**src/rtl/i2cm_pkg.sv**
```systemverilog
package i2cm_pkg;

  typedef enum logic [2:0] {
    ST_IDLE,
    ST_HELD,
    ST_START,
    ST_RSTART,
    ST_BYTE,
    ST_STOP,
    ST_ACKO
  } eng_st_t;

  localparam int P_START  = 0;
  localparam int P_RSTART = 1;
  localparam int P_STOP   = 2;
  localparam int P_ACK    = 3;
  localparam int PEND_W   = 4;

  localparam logic [1:0] Q_0 = 2'd0;
  localparam logic [1:0] Q_1 = 2'd1;
  localparam logic [1:0] Q_2 = 2'd2;
  localparam logic [1:0] Q_3 = 2'd3;

endpackage

```
**src/rtl/i2cm_phase_gen.sv**
```systemverilog
module i2cm_phase_gen #(
  parameter int DIV_W = 8
) (
  input  logic             clk,
  input  logic             rst_n,
  input  logic             run,
  input  logic [DIV_W-1:0] div,
  output logic             qtick,
  output logic [1:0]       q
);

  logic [DIV_W-1:0] cnt, cnt_n;
  logic [1:0]       q_n;

  assign qtick = run && (cnt == div);

  always_comb begin
    cnt_n = cnt;
    q_n   = q;
    if (!run) begin
      cnt_n = '0;
      q_n   = '0;
    end else if (qtick) begin
      cnt_n = '0;
      q_n   = q + 2'd1;
    end else begin
      cnt_n = cnt + 1'b1;
    end
  end

  always_ff @(posedge clk or negedge rst_n) begin
    if (!rst_n) begin
      cnt <= '0;
      q   <= '0;
    end else begin
      cnt <= cnt_n;
      q   <= q_n;
    end
  end

endmodule

```
**src/rtl/i2cm_bus_mon.sv**
```systemverilog
module i2cm_bus_mon #(
  parameter int SYNC = 2
) (
  input  logic clk,
  input  logic rst_n,
  input  logic en,
  input  logic scl_i,
  input  logic sda_i,
  output logic sda_s,
  output logic start_det,
  output logic stop_det,
  output logic start_seen,
  output logic stop_seen,
  output logic bus_free
);

  logic [SYNC-1:0] scl_sh, sda_sh;
  logic            scl_s, scl_d, sda_d;
  logic            start_seen_n, stop_seen_n;

  assign scl_s = scl_sh[SYNC-1];
  assign sda_s = sda_sh[SYNC-1];

  assign start_det = scl_s && scl_d && sda_d && !sda_s;
  assign stop_det  = scl_s && scl_d && !sda_d && sda_s;
  assign bus_free  = stop_seen || (!start_seen && !stop_seen);

  always_comb begin
    start_seen_n = start_seen;
    stop_seen_n  = stop_seen;
    if (!en) begin
      start_seen_n = 1'b0;
      stop_seen_n  = 1'b0;
    end else if (start_det) begin
      start_seen_n = 1'b1;
      stop_seen_n  = 1'b0;
    end else if (stop_det) begin
      start_seen_n = 1'b0;
      stop_seen_n  = 1'b1;
    end
  end

  always_ff @(posedge clk or negedge rst_n) begin
    if (!rst_n) begin
      scl_sh     <= '1;
      sda_sh     <= '1;
      scl_d      <= 1'b1;
      sda_d      <= 1'b1;
      start_seen <= 1'b0;
      stop_seen  <= 1'b0;
    end else begin
      scl_sh     <= {scl_sh[SYNC-2:0], scl_i};
      sda_sh     <= {sda_sh[SYNC-2:0], sda_i};
      scl_d      <= scl_s;
      sda_d      <= sda_s;
      start_seen <= start_seen_n;
      stop_seen  <= stop_seen_n;
    end
  end

endmodule

```
**src/rtl/i2cm_engine.sv**
```systemverilog
module i2cm_engine
  import i2cm_pkg::*;
#(
  parameter int DATA_W = 8
) (
  input  logic                 clk,
  input  logic                 rst_n,
  input  logic                 en,
  input  logic                 qtick,
  input  logic [1:0]           q,
  input  logic                 sda_s,
  input  logic                 bus_free,
  input  logic                 stop_det,
  input  logic                 cmd_start,
  input  logic                 cmd_rstart,
  input  logic                 cmd_stop,
  input  logic                 cmd_ack,
  input  logic                 ack_bit,
  input  logic                 tx_wr,
  input  logic [DATA_W-1:0]    tx_data,
  input  logic                 stop_irq_en,
  input  logic                 evt_clr,
  input  logic                 bcol_clr,
  output logic                 run,
  output logic                 scl_low,
  output logic                 sda_low,
  output logic                 bus_own,
  output logic                 buf_full,
  output logic                 ack_rcvd,
  output logic                 bcol,
  output logic                 evt,
  output logic [PEND_W-1:0]    pend
);

  localparam int IDX_W = $clog2(DATA_W + 1);
  localparam logic [IDX_W-1:0] LAST_IDX = IDX_W'(DATA_W);

  eng_st_t           st, st_n;
  logic [IDX_W-1:0]  idx, idx_n;
  logic [DATA_W-1:0] sh, sh_n;
  logic [PEND_W-1:0] pend_n;
  logic              bf_n, ackr_n, bcol_n, evt_n, hold, hold_n, ackq, ackq_n;
  logic              coll, done, cur_bit, data_slot;

  assign data_slot = (idx < LAST_IDX);
  assign cur_bit   = data_slot ? sh[DATA_W-1] : 1'b1;
  assign run       = (st != ST_IDLE) && (st != ST_HELD);
  assign bus_own   = (st != ST_IDLE);

  // line drive decode
  always_comb begin
    scl_low = 1'b0;
    sda_low = 1'b0;
    unique case (st)
      ST_IDLE:   begin scl_low = 1'b0;        sda_low = 1'b0;     end
      ST_HELD:   begin scl_low = 1'b1;        sda_low = hold;     end
      ST_START:  begin scl_low = 1'b0;        sda_low = q[1];     end
      ST_RSTART: begin scl_low = (q == Q_0);  sda_low = q[1];     end
      ST_BYTE:   begin scl_low = !q[1];       sda_low = !cur_bit; end
      ST_STOP:   begin scl_low = (q == Q_0);  sda_low = (q != Q_3); end
      ST_ACKO:   begin scl_low = !q[1];       sda_low = !ackq;    end
      default:   begin scl_low = 1'b0;        sda_low = 1'b0;     end
    endcase
  end

  // next state
  always_comb begin
    st_n   = st;
    idx_n  = idx;
    sh_n   = sh;
    pend_n = pend;
    bf_n   = buf_full;
    ackr_n = ack_rcvd;
    bcol_n = bcol;
    evt_n  = evt && !evt_clr;
    hold_n = hold;
    ackq_n = ackq;
    coll   = 1'b0;
    done   = 1'b0;

    unique case (st)
      ST_IDLE: begin
        if (cmd_start) pend_n[P_START] = 1'b1;
        if (pend[P_START] && bus_free && !bcol) st_n = ST_START;
      end
      ST_HELD: begin
        if (cmd_rstart) begin
          pend_n[P_RSTART] = 1'b1;
          st_n = ST_RSTART;
        end else if (cmd_stop) begin
          pend_n[P_STOP] = 1'b1;
          st_n = ST_STOP;
        end else if (cmd_ack) begin
          pend_n[P_ACK] = 1'b1;
          ackq_n = ack_bit;
          st_n = ST_ACKO;
        end else if (tx_wr) begin
          sh_n  = tx_data;
          idx_n = '0;
          bf_n  = 1'b1;
          st_n  = ST_BYTE;
        end
      end
      ST_START, ST_RSTART: begin
        if (qtick) begin
          if (q == Q_1 && !sda_s) begin
            coll = 1'b1;
          end else if (q == Q_3) begin
            done   = 1'b1;
            hold_n = 1'b1;
            st_n   = ST_HELD;
          end
        end
      end
      ST_BYTE: begin
        if (qtick) begin
          if (q == Q_2) begin
            if (data_slot) begin
              if (cur_bit && !sda_s) coll = 1'b1;
            end else begin
              ackr_n = !sda_s;
            end
          end else if (q == Q_3) begin
            if (!data_slot) begin
              done   = 1'b1;
              bf_n   = 1'b0;
              hold_n = 1'b0;
              st_n   = ST_HELD;
            end else begin
              idx_n = idx + 1'b1;
              sh_n  = {sh[DATA_W-2:0], 1'b0};
            end
          end
        end
      end
      ST_STOP: begin
        if (qtick && q == Q_3) begin
          if (!sda_s) coll = 1'b1;
          else begin
            done = 1'b1;
            st_n = ST_IDLE;
          end
        end
      end
      ST_ACKO: begin
        if (qtick) begin
          if (q == Q_2 && ackq && !sda_s) begin
            coll = 1'b1;
          end else if (q == Q_3) begin
            done   = 1'b1;
            hold_n = 1'b0;
            st_n   = ST_HELD;
          end
        end
      end
      default: st_n = ST_IDLE;
    endcase

    if (done) begin
      pend_n = '0;
      evt_n  = 1'b1;
    end
    if (stop_det && (bcol || stop_irq_en)) evt_n = 1'b1;
    if (bcol_clr) bcol_n = 1'b0;

    if (coll) begin
      st_n   = ST_IDLE;
      pend_n = '0;
      bf_n   = 1'b0;
      idx_n  = '0;
      bcol_n = 1'b1;
    end

    if (!en) begin
      st_n   = ST_IDLE;
      idx_n  = '0;
      pend_n = '0;
      bf_n   = 1'b0;
      ackr_n = 1'b0;
      bcol_n = 1'b0;
      evt_n  = 1'b0;
      hold_n = 1'b0;
    end
  end

  always_ff @(posedge clk or negedge rst_n) begin
    if (!rst_n) begin
      st       <= ST_IDLE;
      idx      <= '0;
      sh       <= '0;
      pend     <= '0;
      buf_full <= 1'b0;
      ack_rcvd <= 1'b0;
      bcol     <= 1'b0;
      evt      <= 1'b0;
      hold     <= 1'b0;
      ackq     <= 1'b0;
    end else begin
      st       <= st_n;
      idx      <= idx_n;
      sh       <= sh_n;
      pend     <= pend_n;
      buf_full <= bf_n;
      ack_rcvd <= ackr_n;
      bcol     <= bcol_n;
      evt      <= evt_n;
      hold     <= hold_n;
      ackq     <= ackq_n;
    end
  end

endmodule

```
**src/rtl/i2c_mm_master.sv**
```systemverilog
module i2c_mm_master
  import i2cm_pkg::*;
#(
  parameter int DIV_W  = 8,
  parameter int DATA_W = 8,
  parameter int SYNC   = 2
) (
  input  logic              clk,
  input  logic              rst_n,
  input  logic              en,
  input  logic [DIV_W-1:0]  clk_div,
  input  logic              scl_i,
  input  logic              sda_i,
  input  logic              cmd_start,
  input  logic              cmd_rstart,
  input  logic              cmd_stop,
  input  logic              cmd_ack,
  input  logic              ack_bit,
  input  logic              tx_wr,
  input  logic [DATA_W-1:0] tx_data,
  input  logic              stop_irq_en,
  input  logic              evt_clr,
  input  logic              bcol_clr,
  output logic              scl_oe,
  output logic              sda_oe,
  output logic              busy,
  output logic              bus_own,
  output logic              buf_full,
  output logic              ack_rcvd,
  output logic              bcol,
  output logic              evt,
  output logic [PEND_W-1:0] pend,
  output logic              start_seen,
  output logic              stop_seen,
  output logic              bus_free
);

  logic [1:0] rst_sync;
  logic       rst_int_n;
  logic       qtick, run, sda_s, start_det, stop_det;
  logic [1:0] q;

  // reset asserted asynchronously, released on a clock edge
  always_ff @(posedge clk or negedge rst_n) begin
    if (!rst_n) rst_sync <= 2'b00;
    else        rst_sync <= {rst_sync[0], 1'b1};
  end
  assign rst_int_n = rst_sync[1];

  i2cm_bus_mon #(.SYNC(SYNC)) i_mon (
    .clk        (clk),
    .rst_n      (rst_int_n),
    .en         (en),
    .scl_i      (scl_i),
    .sda_i      (sda_i),
    .sda_s      (sda_s),
    .start_det  (start_det),
    .stop_det   (stop_det),
    .start_seen (start_seen),
    .stop_seen  (stop_seen),
    .bus_free   (bus_free)
  );

  i2cm_phase_gen #(.DIV_W(DIV_W)) i_phase (
    .clk   (clk),
    .rst_n (rst_int_n),
    .run   (run),
    .div   (clk_div),
    .qtick (qtick),
    .q     (q)
  );

  i2cm_engine #(.DATA_W(DATA_W)) i_eng (
    .clk         (clk),
    .rst_n       (rst_int_n),
    .en          (en),
    .qtick       (qtick),
    .q           (q),
    .sda_s       (sda_s),
    .bus_free    (bus_free),
    .stop_det    (stop_det),
    .cmd_start   (cmd_start),
    .cmd_rstart  (cmd_rstart),
    .cmd_stop    (cmd_stop),
    .cmd_ack     (cmd_ack),
    .ack_bit     (ack_bit),
    .tx_wr       (tx_wr),
    .tx_data     (tx_data),
    .stop_irq_en (stop_irq_en),
    .evt_clr     (evt_clr),
    .bcol_clr    (bcol_clr),
    .run         (run),
    .scl_low     (scl_oe),
    .sda_low     (sda_oe),
    .bus_own     (bus_own),
    .buf_full    (buf_full),
    .ack_rcvd    (ack_rcvd),
    .bcol        (bcol),
    .evt         (evt),
    .pend        (pend)
  );

  assign busy = run;

  // start_det is used only by the checker-visible seen flags; keep it referenced
  logic unused_ok;
  assign unused_ok = start_det;

endmodule

```
**config.mk**
```make
export PLATFORM = sky130hd
export DESIGN_NAME = i2c_mm_master
export DESIGN_NICKNAME = d
export VERILOG_FILES = /design/src/rtl/i2cm_pkg.sv /design/src/rtl/i2cm_phase_gen.sv /design/src/rtl/i2cm_bus_mon.sv /design/src/rtl/i2cm_engine.sv /design/src/rtl/i2c_mm_master.sv
export SDC_FILE = /design/constraint.sdc
export NUM_CORES = 1
export LEC_CHECK = 0
export BUFFER_PORTS_ARGS = -buffer_cell sky130_fd_sc_hd__buf_2
export CORE_MARGIN = 4
export CORE_UTILIZATION = 45
export CTS_CLUSTER_DIAMETER = 60
export DETAILED_ROUTE_END_ITERATION = 10
export PLACE_DENSITY = 0.67
export SETUP_SLACK_MARGIN = 0.02
export SYNTH_ARGS = -nofsm -noshare
export SYNTH_HDL_FRONTEND = slang
export SYNTH_HIERARCHICAL = 1
export SYNTH_SLANG_ARGS = --single-unit
```
**constraint.sdc**
```tcl
create_clock -name clk -period 1.84 [get_ports clk]
set_clock_uncertainty 0.2 [all_clocks]
set_input_delay 0.276 -clock clk [delete_from_list [all_inputs] [get_ports clk]]
set_output_delay 0.276 -clock clk [all_outputs]
set_load 0.005 [all_outputs]
```
==> metrics.txt <==
WL/cell between 10 and 15 um; min Tclk post-route around 2.6 ns; drt drc 0; RSZ-0062 raised after global routing true; DIE HEIGHT about 80 um; Sum Neg Setup Slack -9.85 ns; Synth Area per Inst 9.61 um2; LEAKAGE approximately 0.0017 uW; TritonCTS buffer count 5; Critical Path End i_eng/st[1]; worst r2r src i_phase/cnt[6]; Final Hold Viols 0; Critical Path Start i_phase/cnt[6]; violated checks negative setup slack; post-route ant nets 0; synth warn 6; worst-case clock buffer depth 2; Worst path depth 8; width of the die about 82 um; Initial Util 0.472; Setup Crit Path Kind reg2reg; status complete, but fails checks; Post-Syn Nets ~290; global placement routability congestion 0.824; CTS H-tree lvls 2; CP delay by family, top simple AND/OR/NAND/NOR gates; gr ovfl total 0; Reg2Reg Depth 8; slowest CP cell dfrtp_1; worst IR drop on VDD about 0.60 mV; Max Fclk roughly 0.4 GHz; Slew Limit Fails 0; antenna violations before repair 0; P&R area growth vs syn 52.1%; CP max stage delay between 0.4 and 0.5 ns; CTS clk-pin slew, worst paths about 0.08 ns; Worst path most repeated cell mux2i_1; vias in the first global route 2325; CTS tree done; synthesized area 2440 um2; clk_lat worst skew 0.29 ns; Post-DP HPWL between 4 and 5 mm; Setup WS pre-CTS -0.767 ns; clk sinks 45; Syn Inst Count 254; Ant. Diodes 0; Root Buffer clkbuf_8; die area 6670 um2; RR Endpoint i_eng/st[1]; DRT Pass-1 Iters 4; Avg Vias per Cell ~5.2; Cell Chain, Critical Path xnor2_2, nand4_2, nor3_4, mux2i_1, a32o_1, a221o_1, nor4_4, mux2i_1; Final Setup Violations 28; largest net degree at the start of global routing 24; IO buf count 44; Post-Layout Cell Count about 440; Site Rows 26; final WL between 6 and 7 mm; number of fill cells 382; worst hold path class in2reg; Required @ worst endpoint 1.86 ns; Crit Path Max Fanout 4; layout cells sized above 1 0.503; setup ws final -0.716 ns; max-cap viol count 0; DR iter-0 viols approximately 110; Worst setup EP type register; Total Nets Final ~400; power per cell area slightly above 700 nW/um2; WP buf/inv 0; via count roughly 2300; R2R setup slack -0.72 ns; CP Launch Type register; GRT Resource Usage Total 0.203; first-pass GRT wire length around 10 mm; fin crit share 1.39; Crit path arrival time ~2.6 ns; core area 5170 um2; io pins 45; placed cell count 414
power breakdown:
part / switching (uW) / total [uW] / internal (uW)
combinational: 404 / 840 / 435
clock: 323 / 765 / 443
sequential: 41.4 / 1090 / 1050
total: 768 / 2690 / 1930
how the worst min path moves through the flow:
stage                        from  cells past startpoint          end
after CTS                 ack_bit                      2   i_eng/ackq
after floorplan             rst_n                      0  rst_sync[0]
after detailed placement    rst_n                      1  rst_sync[0]
after global placement      rst_n                      1  rst_sync[0]
final                     ack_bit                      2   i_eng/ackq
after global routing      ack_bit                      2   i_eng/ackq
registers in the layout (all words and copies together) (netlist names):
name and cells:
i_mon/sda_d 1, i_mon/scl_sh 2, i_eng/bcol 1, i_mon/scl_d 1, i_eng/ackq 1, i_eng/evt 1, i_mon/stop_seen 1, i_phase/cnt 8
i_eng/sh 8, i_eng/hold 1, i_phase/q 2, i_eng/ack_rcvd 1, rst_sync 2, i_mon/start_seen 1, i_mon/sda_sh 2, i_eng/pend 4
i_eng/idx 4, i_eng/buf_full 1, i_eng/st 3
per-stage QoR:
stage                      util  power (uW)  cell area (um2)  hold slack [ns]
after floorplan               -        1490             2510           -0.220
after CTS                 0.688        2670             3560          0.00685
after global placement    0.614        1750             3180           -0.137
after detailed placement  0.614        1770             3180           -0.135
final                     0.718        2690             3710           0.0145
after global routing      0.718        2850             3710          0.00857
final cells by class:
type | instances | area [um2] | share of cell area
sequential | 45 | 1130 | 0.306
timing repair buffer | 123 | 877 | 0.236
clock inverter | 1 | 30.0 | 0.00809
inverter | 10 | 37.5 | 0.0101
clock buffer | 7 | 86.3 | 0.0232
multi-input combinational | 186 | 1460 | 0.393
tap | 70 | 87.6 | 0.0236
cells in the final DEF (no fill, tap or decap), types with 3 or more instances in the layout:
cell / n
nor2_4: 3
nand3_1: 6
dlygate4sd3_1: 3
o21ai_0: 6
buf_4: 62
inv_1: 8
xor2_1: 4
nand2_2: 8
dfstp_2: 6
nand2_1: 18
nand2b_1: 5
xnor2_1: 6
o21ai_2: 6
a21oi_1: 10
buf_2: 44
o21a_1: 4
mux2i_1: 12
nor2_1: 16
nor2_2: 3
o21ai_1: 4
nor3_1: 3
xnor2_2: 4
or3b_2: 3
clkbuf_8: 6
a31oi_1: 4
buf_6: 13
dfrtp_1: 38
nor2b_1: 3
layer usage:
layer | global-route usage | part of all wire
met5 | 0 | 0
met2 | 0.348 | 0.51
met4 | 0.0548 | 0.015
met1 | 0.266 | 0.44
met3 | 0.0340 | 0.038
repair_timing:
| action | in CTS | in global routing |
|---|---|---|
| pin swaps | 13 | 11 |
| hold buffers | 3 | 0 |
| buffers inserted | 15 | 6 |
| gates cloned | 1 | 0 |
| resized for setup | 31 | 35 |
| endpoints found under the hold margin | 4 | 0 |
| endpoints found under the setup margin | 29 | 37 |
Power figures use the tool's default switching activity.
